===== config.mk =====
export PLATFORM = sky130hd
export DESIGN_NAME = bus_err_capture
export DESIGN_NICKNAME = d
export VERILOG_FILES = /design/src/rtl/bec_pkg.sv /design/src/rtl/bec_prio.sv /design/src/rtl/bec_hold.sv /design/src/rtl/bec_rdport.sv /design/src/rtl/bus_err_capture.sv
export SDC_FILE = /design/constraint.sdc
export NUM_CORES = 1
export LEC_CHECK = 0
export BUFFER_PORTS_ARGS = -buffer_cell sky130_fd_sc_hd__buf_4
export CAP_MARGIN = 20
export CORE_AREA = 2 2 230 232
export DETAILED_ROUTE_END_ITERATION = 10
export DIE_AREA = 0 0 232 234
export PLACE_DENSITY = 0.38
export SLEW_MARGIN = 20
export SYNTH_ARGS = -nofsm -noshare
export SYNTH_HDL_FRONTEND = slang
export SYNTH_SLANG_ARGS = --single-unit

===== constraint.sdc =====
create_clock -name clk_i -period 2 [get_ports clk_i]
set_clock_uncertainty 0.2 [all_clocks]
set_input_delay 0.2 -clock clk_i [delete_from_list [all_inputs] [get_ports clk_i]]
set_output_delay 0.2 -clock clk_i [all_outputs]
set_load 0.02 [all_outputs]

===== src/rtl/bec_pkg.sv =====
package bec_pkg;

   localparam int unsigned BEC_NSRC    = 5;
   localparam int unsigned BEC_CAUSE_W = 3;

   typedef enum logic [BEC_CAUSE_W-1:0] {
      CAUSE_NONE     = 3'd0,
      CAUSE_PARITY   = 3'd1,
      CAUSE_NO_HIT   = 3'd2,
      CAUSE_MULTIHIT = 3'd3,
      CAUSE_ACK_TO   = 3'd4,
      CAUSE_OWNER    = 3'd5
   } bec_cause_e;

   typedef enum logic [1:0] {
      SEL_ADDR = 2'd0,
      SEL_DATA = 2'd1,
      SEL_PAR  = 2'd2,
      SEL_STAT = 2'd3
   } bec_sel_e;

endpackage


===== src/rtl/bec_prio.sv =====
module bec_prio
   import bec_pkg::*;
#(
   parameter int unsigned NSRC    = BEC_NSRC,
   parameter int unsigned ADDR_W  = 32,
   parameter int unsigned DATA_W  = 64,
   parameter int unsigned PAR_W   = 8,
   parameter int unsigned CAUSE_W = BEC_CAUSE_W
) (
   input  logic [NSRC-1:0]        vld_i,
   input  logic [NSRC*ADDR_W-1:0] addr_i,
   input  logic [NSRC*DATA_W-1:0] data_i,
   input  logic [NSRC*PAR_W-1:0]  par_i,
   output logic                   hit_o,
   output logic [CAUSE_W-1:0]     cause_o,
   output logic [ADDR_W-1:0]      addr_o,
   output logic [DATA_W-1:0]      data_o,
   output logic [PAR_W-1:0]       par_o
);

   logic [NSRC:0]   seen;
   logic [NSRC-1:0] gnt;

   assign seen[0] = 1'b0;

   for (genvar g = 0; g < NSRC; g++) begin : g_chain
      assign seen[g+1] = seen[g] | vld_i[g];
      assign gnt[g]    = vld_i[g] & ~seen[g];
   end

   assign hit_o = seen[NSRC];

   always_comb begin
      cause_o = '0;
      addr_o  = '0;
      data_o  = '0;
      par_o   = '0;
      for (int i = 0; i < NSRC; i++) begin
         cause_o = cause_o | (gnt[i] ? CAUSE_W'(i + 1) : '0);
         addr_o  = addr_o  | ({ADDR_W{gnt[i]}} & addr_i[i*ADDR_W +: ADDR_W]);
         data_o  = data_o  | ({DATA_W{gnt[i]}} & data_i[i*DATA_W +: DATA_W]);
         par_o   = par_o   | ({PAR_W{gnt[i]}}  & par_i[i*PAR_W +: PAR_W]);
      end
   end

endmodule


===== src/rtl/bec_hold.sv =====
module bec_hold
   import bec_pkg::*;
#(
   parameter int unsigned ADDR_W  = 32,
   parameter int unsigned DATA_W  = 64,
   parameter int unsigned PAR_W   = 8,
   parameter int unsigned CAUSE_W = BEC_CAUSE_W
) (
   input  logic               clk_i,
   input  logic               rst_ni,
   input  logic               hit_i,
   input  logic [CAUSE_W-1:0] cause_i,
   input  logic [ADDR_W-1:0]  addr_i,
   input  logic [DATA_W-1:0]  data_i,
   input  logic [PAR_W-1:0]   par_i,
   input  logic               clr_i,
   output logic               pend_o,
   output logic [CAUSE_W-1:0] cause_o,
   output logic [ADDR_W-1:0]  addr_o,
   output logic [DATA_W-1:0]  data_o,
   output logic [PAR_W-1:0]   par_o
);

   logic take;

   // capture only from the idle state; a pending record blocks all new faults
   assign take = hit_i & ~pend_o;

   always_ff @(posedge clk_i or negedge rst_ni) begin
      if (!rst_ni) begin
         pend_o  <= 1'b0;
         cause_o <= '0;
      end else if (pend_o && clr_i) begin
         pend_o  <= 1'b0;
         cause_o <= '0;
      end else if (take) begin
         pend_o  <= 1'b1;
         cause_o <= cause_i;
      end
   end

   always_ff @(posedge clk_i or negedge rst_ni) begin
      if (!rst_ni) begin
         addr_o <= '0;
         data_o <= '0;
         par_o  <= '0;
      end else if (take) begin
         addr_o <= addr_i;
         data_o <= data_i;
         par_o  <= par_i;
      end
   end

endmodule


===== src/rtl/bec_rdport.sv =====
module bec_rdport
   import bec_pkg::*;
#(
   parameter int unsigned ADDR_W  = 32,
   parameter int unsigned DATA_W  = 64,
   parameter int unsigned PAR_W   = 8,
   parameter int unsigned CAUSE_W = BEC_CAUSE_W,
   parameter bit          RD_REG  = 1'b1
) (
   input  logic               clk_i,
   input  logic               rst_ni,
   input  logic               rd_en_i,
   input  logic [1:0]         rd_sel_i,
   input  logic               rd_cacheable_i,
   input  logic               pend_i,
   input  logic [CAUSE_W-1:0] cause_i,
   input  logic [ADDR_W-1:0]  addr_i,
   input  logic [DATA_W-1:0]  data_i,
   input  logic [PAR_W-1:0]   par_i,
   output logic               clr_o,
   output logic               rd_valid_o,
   output logic [DATA_W-1:0]  rd_data_o
);

   logic [DATA_W-1:0] stat_word;
   logic [DATA_W-1:0] mux;

   assign clr_o = rd_en_i & (bec_sel_e'(rd_sel_i) == SEL_STAT) & ~rd_cacheable_i;

   always_comb begin
      stat_word              = '0;
      stat_word[0]           = pend_i;
      stat_word[CAUSE_W:1]   = cause_i;
   end

   always_comb begin
      unique case (bec_sel_e'(rd_sel_i))
         SEL_ADDR: mux = DATA_W'(addr_i);
         SEL_DATA: mux = data_i;
         SEL_PAR:  mux = DATA_W'(par_i);
         default:  mux = stat_word;
      endcase
   end

   if (RD_REG) begin : g_reg
      always_ff @(posedge clk_i or negedge rst_ni) begin
         if (!rst_ni) begin
            rd_valid_o <= 1'b0;
            rd_data_o  <= '0;
         end else begin
            rd_valid_o <= rd_en_i;
            if (rd_en_i) rd_data_o <= mux;
         end
      end
   end else begin : g_comb
      assign rd_valid_o = rd_en_i;
      assign rd_data_o  = rd_en_i ? mux : '0;
   end

endmodule


===== src/rtl/bus_err_capture.sv =====
module bus_err_capture
   import bec_pkg::*;
#(
   parameter int unsigned ADDR_W = 32,
   parameter int unsigned DATA_W = 64,
   parameter int unsigned PAR_W  = 8,
   parameter bit          RD_REG = 1'b1
) (
   input  logic                       clk_i,
   input  logic                       rst_ni,
   input  logic [BEC_NSRC-1:0]        err_vld_i,
   input  logic [BEC_NSRC*ADDR_W-1:0] err_addr_i,
   input  logic [BEC_NSRC*DATA_W-1:0] err_data_i,
   input  logic [BEC_NSRC*PAR_W-1:0]  err_par_i,
   input  logic                       rd_en_i,
   input  logic [1:0]                 rd_sel_i,
   input  logic                       rd_cacheable_i,
   output logic                       rd_valid_o,
   output logic [DATA_W-1:0]          rd_data_o,
   output logic                       irq_o
);

   localparam int unsigned CAUSE_W = BEC_CAUSE_W;
   localparam int unsigned STAT_W  = CAUSE_W + 1;

   if (DATA_W < ADDR_W) begin : g_chk_addr
      $error("bus_err_capture: DATA_W must cover ADDR_W");
   end
   if (DATA_W < PAR_W) begin : g_chk_par
      $error("bus_err_capture: DATA_W must cover PAR_W");
   end
   if (DATA_W < STAT_W) begin : g_chk_stat
      $error("bus_err_capture: DATA_W too narrow for status word");
   end
   if (BEC_NSRC >= (1 << CAUSE_W)) begin : g_chk_cause
      $error("bus_err_capture: cause field too narrow for source count");
   end

   logic               hit;
   logic [CAUSE_W-1:0] win_cause;
   logic [ADDR_W-1:0]  win_addr;
   logic [DATA_W-1:0]  win_data;
   logic [PAR_W-1:0]   win_par;
   logic               clr;
   logic               pend_q;
   logic [CAUSE_W-1:0] cause_q;
   logic [ADDR_W-1:0]  cap_addr;
   logic [DATA_W-1:0]  cap_data;
   logic [PAR_W-1:0]   cap_par;

   bec_prio #(
      .NSRC   (BEC_NSRC),
      .ADDR_W (ADDR_W),
      .DATA_W (DATA_W),
      .PAR_W  (PAR_W),
      .CAUSE_W(CAUSE_W)
   ) prio_i (
      .vld_i  (err_vld_i),
      .addr_i (err_addr_i),
      .data_i (err_data_i),
      .par_i  (err_par_i),
      .hit_o  (hit),
      .cause_o(win_cause),
      .addr_o (win_addr),
      .data_o (win_data),
      .par_o  (win_par)
   );

   bec_hold #(
      .ADDR_W (ADDR_W),
      .DATA_W (DATA_W),
      .PAR_W  (PAR_W),
      .CAUSE_W(CAUSE_W)
   ) hold_i (
      .clk_i  (clk_i),
      .rst_ni (rst_ni),
      .hit_i  (hit),
      .cause_i(win_cause),
      .addr_i (win_addr),
      .data_i (win_data),
      .par_i  (win_par),
      .clr_i  (clr),
      .pend_o (pend_q),
      .cause_o(cause_q),
      .addr_o (cap_addr),
      .data_o (cap_data),
      .par_o  (cap_par)
   );

   bec_rdport #(
      .ADDR_W (ADDR_W),
      .DATA_W (DATA_W),
      .PAR_W  (PAR_W),
      .CAUSE_W(CAUSE_W),
      .RD_REG (RD_REG)
   ) rdport_i (
      .clk_i         (clk_i),
      .rst_ni        (rst_ni),
      .rd_en_i       (rd_en_i),
      .rd_sel_i      (rd_sel_i),
      .rd_cacheable_i(rd_cacheable_i),
      .pend_i        (pend_q),
      .cause_i       (cause_q),
      .addr_i        (cap_addr),
      .data_i        (cap_data),
      .par_i         (cap_par),
      .clr_o         (clr),
      .rd_valid_o    (rd_valid_o),
      .rd_data_o     (rd_data_o)
   );

   assign irq_o = pend_q;

endmodule


==> flow_summary.json <==
{
  "status": "complete, but fails checks",
  "violations": "hold timing",
  "use_met2_pct": 32.7,
  "cp.required_ns": 2.14,
  "grtUsageTotal_pct": 18.9,
  "grt_max_degree": 121,
  "antenna_found_initial": 3,
  "critPathSlowestCell": "dlygate4sd3_1",
  "vias_per_cell": 4.57,
  "nFillCells": 5097,
  "grt_pass1_wl_um": 77700,
  "max_freq_ghz": 0.507,
  "clk_latency_ns": 0.47,
  "fin_nets": 2558,
  "clockBufferDepth": 2,
  "final_design_area_no_fill_mm2": 0.0203,
  "use_met3_pct": 4.63,
  "grt_pass1_vias": 13200,
  "tns_ns": 0,
  "hpwl_um": 37900,
  "multi_input_area_mm2": 0.00483,
  "layout_setup_ws_ns": 0.0279,
  "finalWirelength_um": 53200,
  "ant_nets": 0,
  "die_w_um": 232,
  "avgRoutedWirePerCell_um": 19.5,
  "p_leak_uw": 0.00917,
  "finalCritPeriodShare_pct": 98.6,
  "syn2layout_area_growth_pct": 105,
  "max_stage_delay_ns": 0.57,
  "setup.worst_path.end_class": "flip-flop",
  "io_buffers": 596,
  "setup_viol": 0,
  "cts_buffers": 17,
  "preCtsSetupSlack_ns": -0.100,
  "worst_pin_slew_ns": 0.676,
  "core-area_mm2": 0.0520,
  "slew_headroom_pct": 54.9,
  "finalMaxSlewViolations": 0,
  "rows": 84,
  "use_met1_pct": 22.6,
  "avgSynthCellArea_um2": 9.53,
  "synth_top_area_share_pct": 43.8,
  "critPathKind": "in2reg",
  "htreeDepth": 4,
  "dr.first_iter.drc_count": 935,
  "die_y_um": 234,
  "grt_remaining_overflow": 0,
  "worst-path-buf-inv": 3,
  "synth_largest_area_cell": "dfrtp_1",
  "cts-root-buf": "clkbuf_16",
  "die-area_mm2": 0.0543,
  "synth_seq_cells": 173,
  "holdCritPathClass": "in2reg",
  "top_usage_layer": "met2",
  "path_clk_slew_ns": 0.07,
  "whs_ns": -0.0133,
  "syn_inst": 1037,
  "io_pins": 597,
  "cellPowerDensity_mw_per_mm2": 576,
  "rsz0062_at_grt": "no",
  "first_pass_iters": 6,
  "peakVddDrop_mv": 0.625,
  "finalCriticalPeriod_ns": 1.97,
  "cp_top_family": "buffers and inverters",
  "cp_max_fo": 1,
  "synth.distinct_cells": 34,
  "synth_area_leaders": "dfrtp_1 44%, a221o_1 11%, a222oi_1 9.2%",
  "postPlaceCellArea_mm2": 0.0156,
  "ys_warn_count": 0,
  "synth_fp_nets": 1568,
  "gp_congestion": 0.835,
  "drc": 0,
  "start_kind": "input port",
  "ff2ff_setup_slack_ns": 0.31,
  "seq_area_mm2": 0.00433,
  "worstPathCellList": "dlygate4sd3_1 -> buf_4 -> a221o_1 -> dlygate4sd3_1 -> a222oi_1 -> o21ai_1",
  "num_vias": 12500,
  "finalHoldViolCount": 7,
  "arrival_ns": 2.11,
  "maxCapViolCount": 0,
  "cp_common_cell": "dlygate4sd3_1",
  "cts_tree": "yes",
  "final_layout_size_suffix_gt1_share_pct": 35.5,
  "synth_seq_area_share_pct": 43.8,
  "start_util_pct": 19.0,
  "cts.sinks": 173,
  "syn_area_mm2": 0.00988
}
==> layout make-up <==
class                      count  share of cell area (%)
inverter                      57                    1.05
sequential                   173                    21.3
tap                          688                    4.24
multi-input combinational    696                    23.8
antenna                        3                  0.0370
timing repair buffer        1082                    46.8
clock buffer                  19                    2.18
clock inverter                13                   0.573
==> cells in the mapped netlist, drive strengths merged <==
cell type,instances
o22ai,24
nand2,125
mux4,4
dfrtp,173
nor2b,2
a22oi,13
or4,1
nor3,1
mux2,4
o31a,1
o31ai,1
nor4,2
nor4b,1
a221o,104
nor2,26
mux2i,28
or3,1
a222oi,91
a21o,1
a21oi,37
o21ai,123
nand2b,105
nand3,1
clkbuf,64
buf,47
inv,57
==> report_power, final <==
part           leakage (uW)  internal [uW]  total (uW)  switching, uW
clock              0.000270           1750        3290           1540
sequential          0.00216           4160        4600            436
combinational       0.00675           2190        3810           1620
==> routing by layer <==
metal	wire, um	part of all wire, %	up-vias
met5	0	0	-
met4	1580	3.0	0
met3	3130	5.9	75
met2	26500	50	440
met1	22000	41	6032
li1	-	-	5946
==> metrics by stage <==
stage / utilization (%) / cells / total power, uW
floorplan: - / 1037 / 5940
global placement: 30.0 / 2281 / 7820
detailed placement: 30.0 / 2281 / 7840
CTS: 39.7 / 2764 / 12000
global route: 39.0 / 2730 / 12400
finish: 39.0 / 2731 / 11700
==> placed cells by master, fill, tap and decap left out, types with 2 or more instances in the layout <==
master and n:
inv_1 57, buf_4 638, clkinv_2 4, dlygate4sd3_1 415
a22oi_2 10, mux4_2 4, a222oi_1 91, a21oi_1 36
dfrtp_1 173, buf_12 27, clkinvlp_4 3, nand2b_1 105
o22ai_1 24, nand2_1 125, mux2i_1 28, nor2_4 2
clkbuf_16 17, o21ai_0 54, nor2_1 24, a22oi_1 3
inv_6 2, diode_2 3, mux2_2 4, o21ai_1 69
clkinv_4 3, a221o_1 104, clkbuf_8 2
==> worst paths after layout <==
check | start | end | cells after the start
worst min-delay path | err_data_i[137] | hold_i.data_o[9] | 4
worst max-delay path | err_addr_i[90] | hold_i.addr_o[26] | 6
min in group asynchronous | rst_ni | rdport_i.rd_data_o[59] | 2
max in group asynchronous | rst_ni | rdport_i.rd_data_o[40] | 3
worst max register to register | hold_i.pend_o | hold_i.addr_o[19] | 5
worst min register to register | hold_i.data_o[55] | rdport_i.rd_data_o[55] | 2
==> logic make-up after synthesis <==
family                 share of synthesized area, %
AO/OA/AOI/OAI                                  31.1
buffers and inverters                          7.68
flip-flops                                     43.8
AND/OR/NAND/NOR                                13.2
multiplexers                                   4.20
==> registers in the layout, summed over array words and instances, names as in the netlist <==
| register | count |
|---|---|
| hold_i.par_o | 8 |
| hold_i.addr_o | 32 |
| hold_i.data_o | 64 |
| hold_i.cause_o | 3 |
| hold_i.pend_o | 1 |
| rdport_i.rd_data_o | 64 |
| rdport_i.rd_valid_o | 1 |
==> tightest hold or removal path, cell delays in order <==
cell      delay, ns
buf_4          0.09
a221o_1        0.12
a222oi_1       0.08
o21ai_1        0.12
==> repair_timing <==
action | 4_1_cts | 5_1_grt
setup endpoints to repair | 0 | 37
hold buffers | 451 | 0
resized for setup | 0 | 12
buffers inserted | 0 | 0
hold endpoints to repair | 285 | 0
Note: power is estimated with default switching activity, not from simulation.
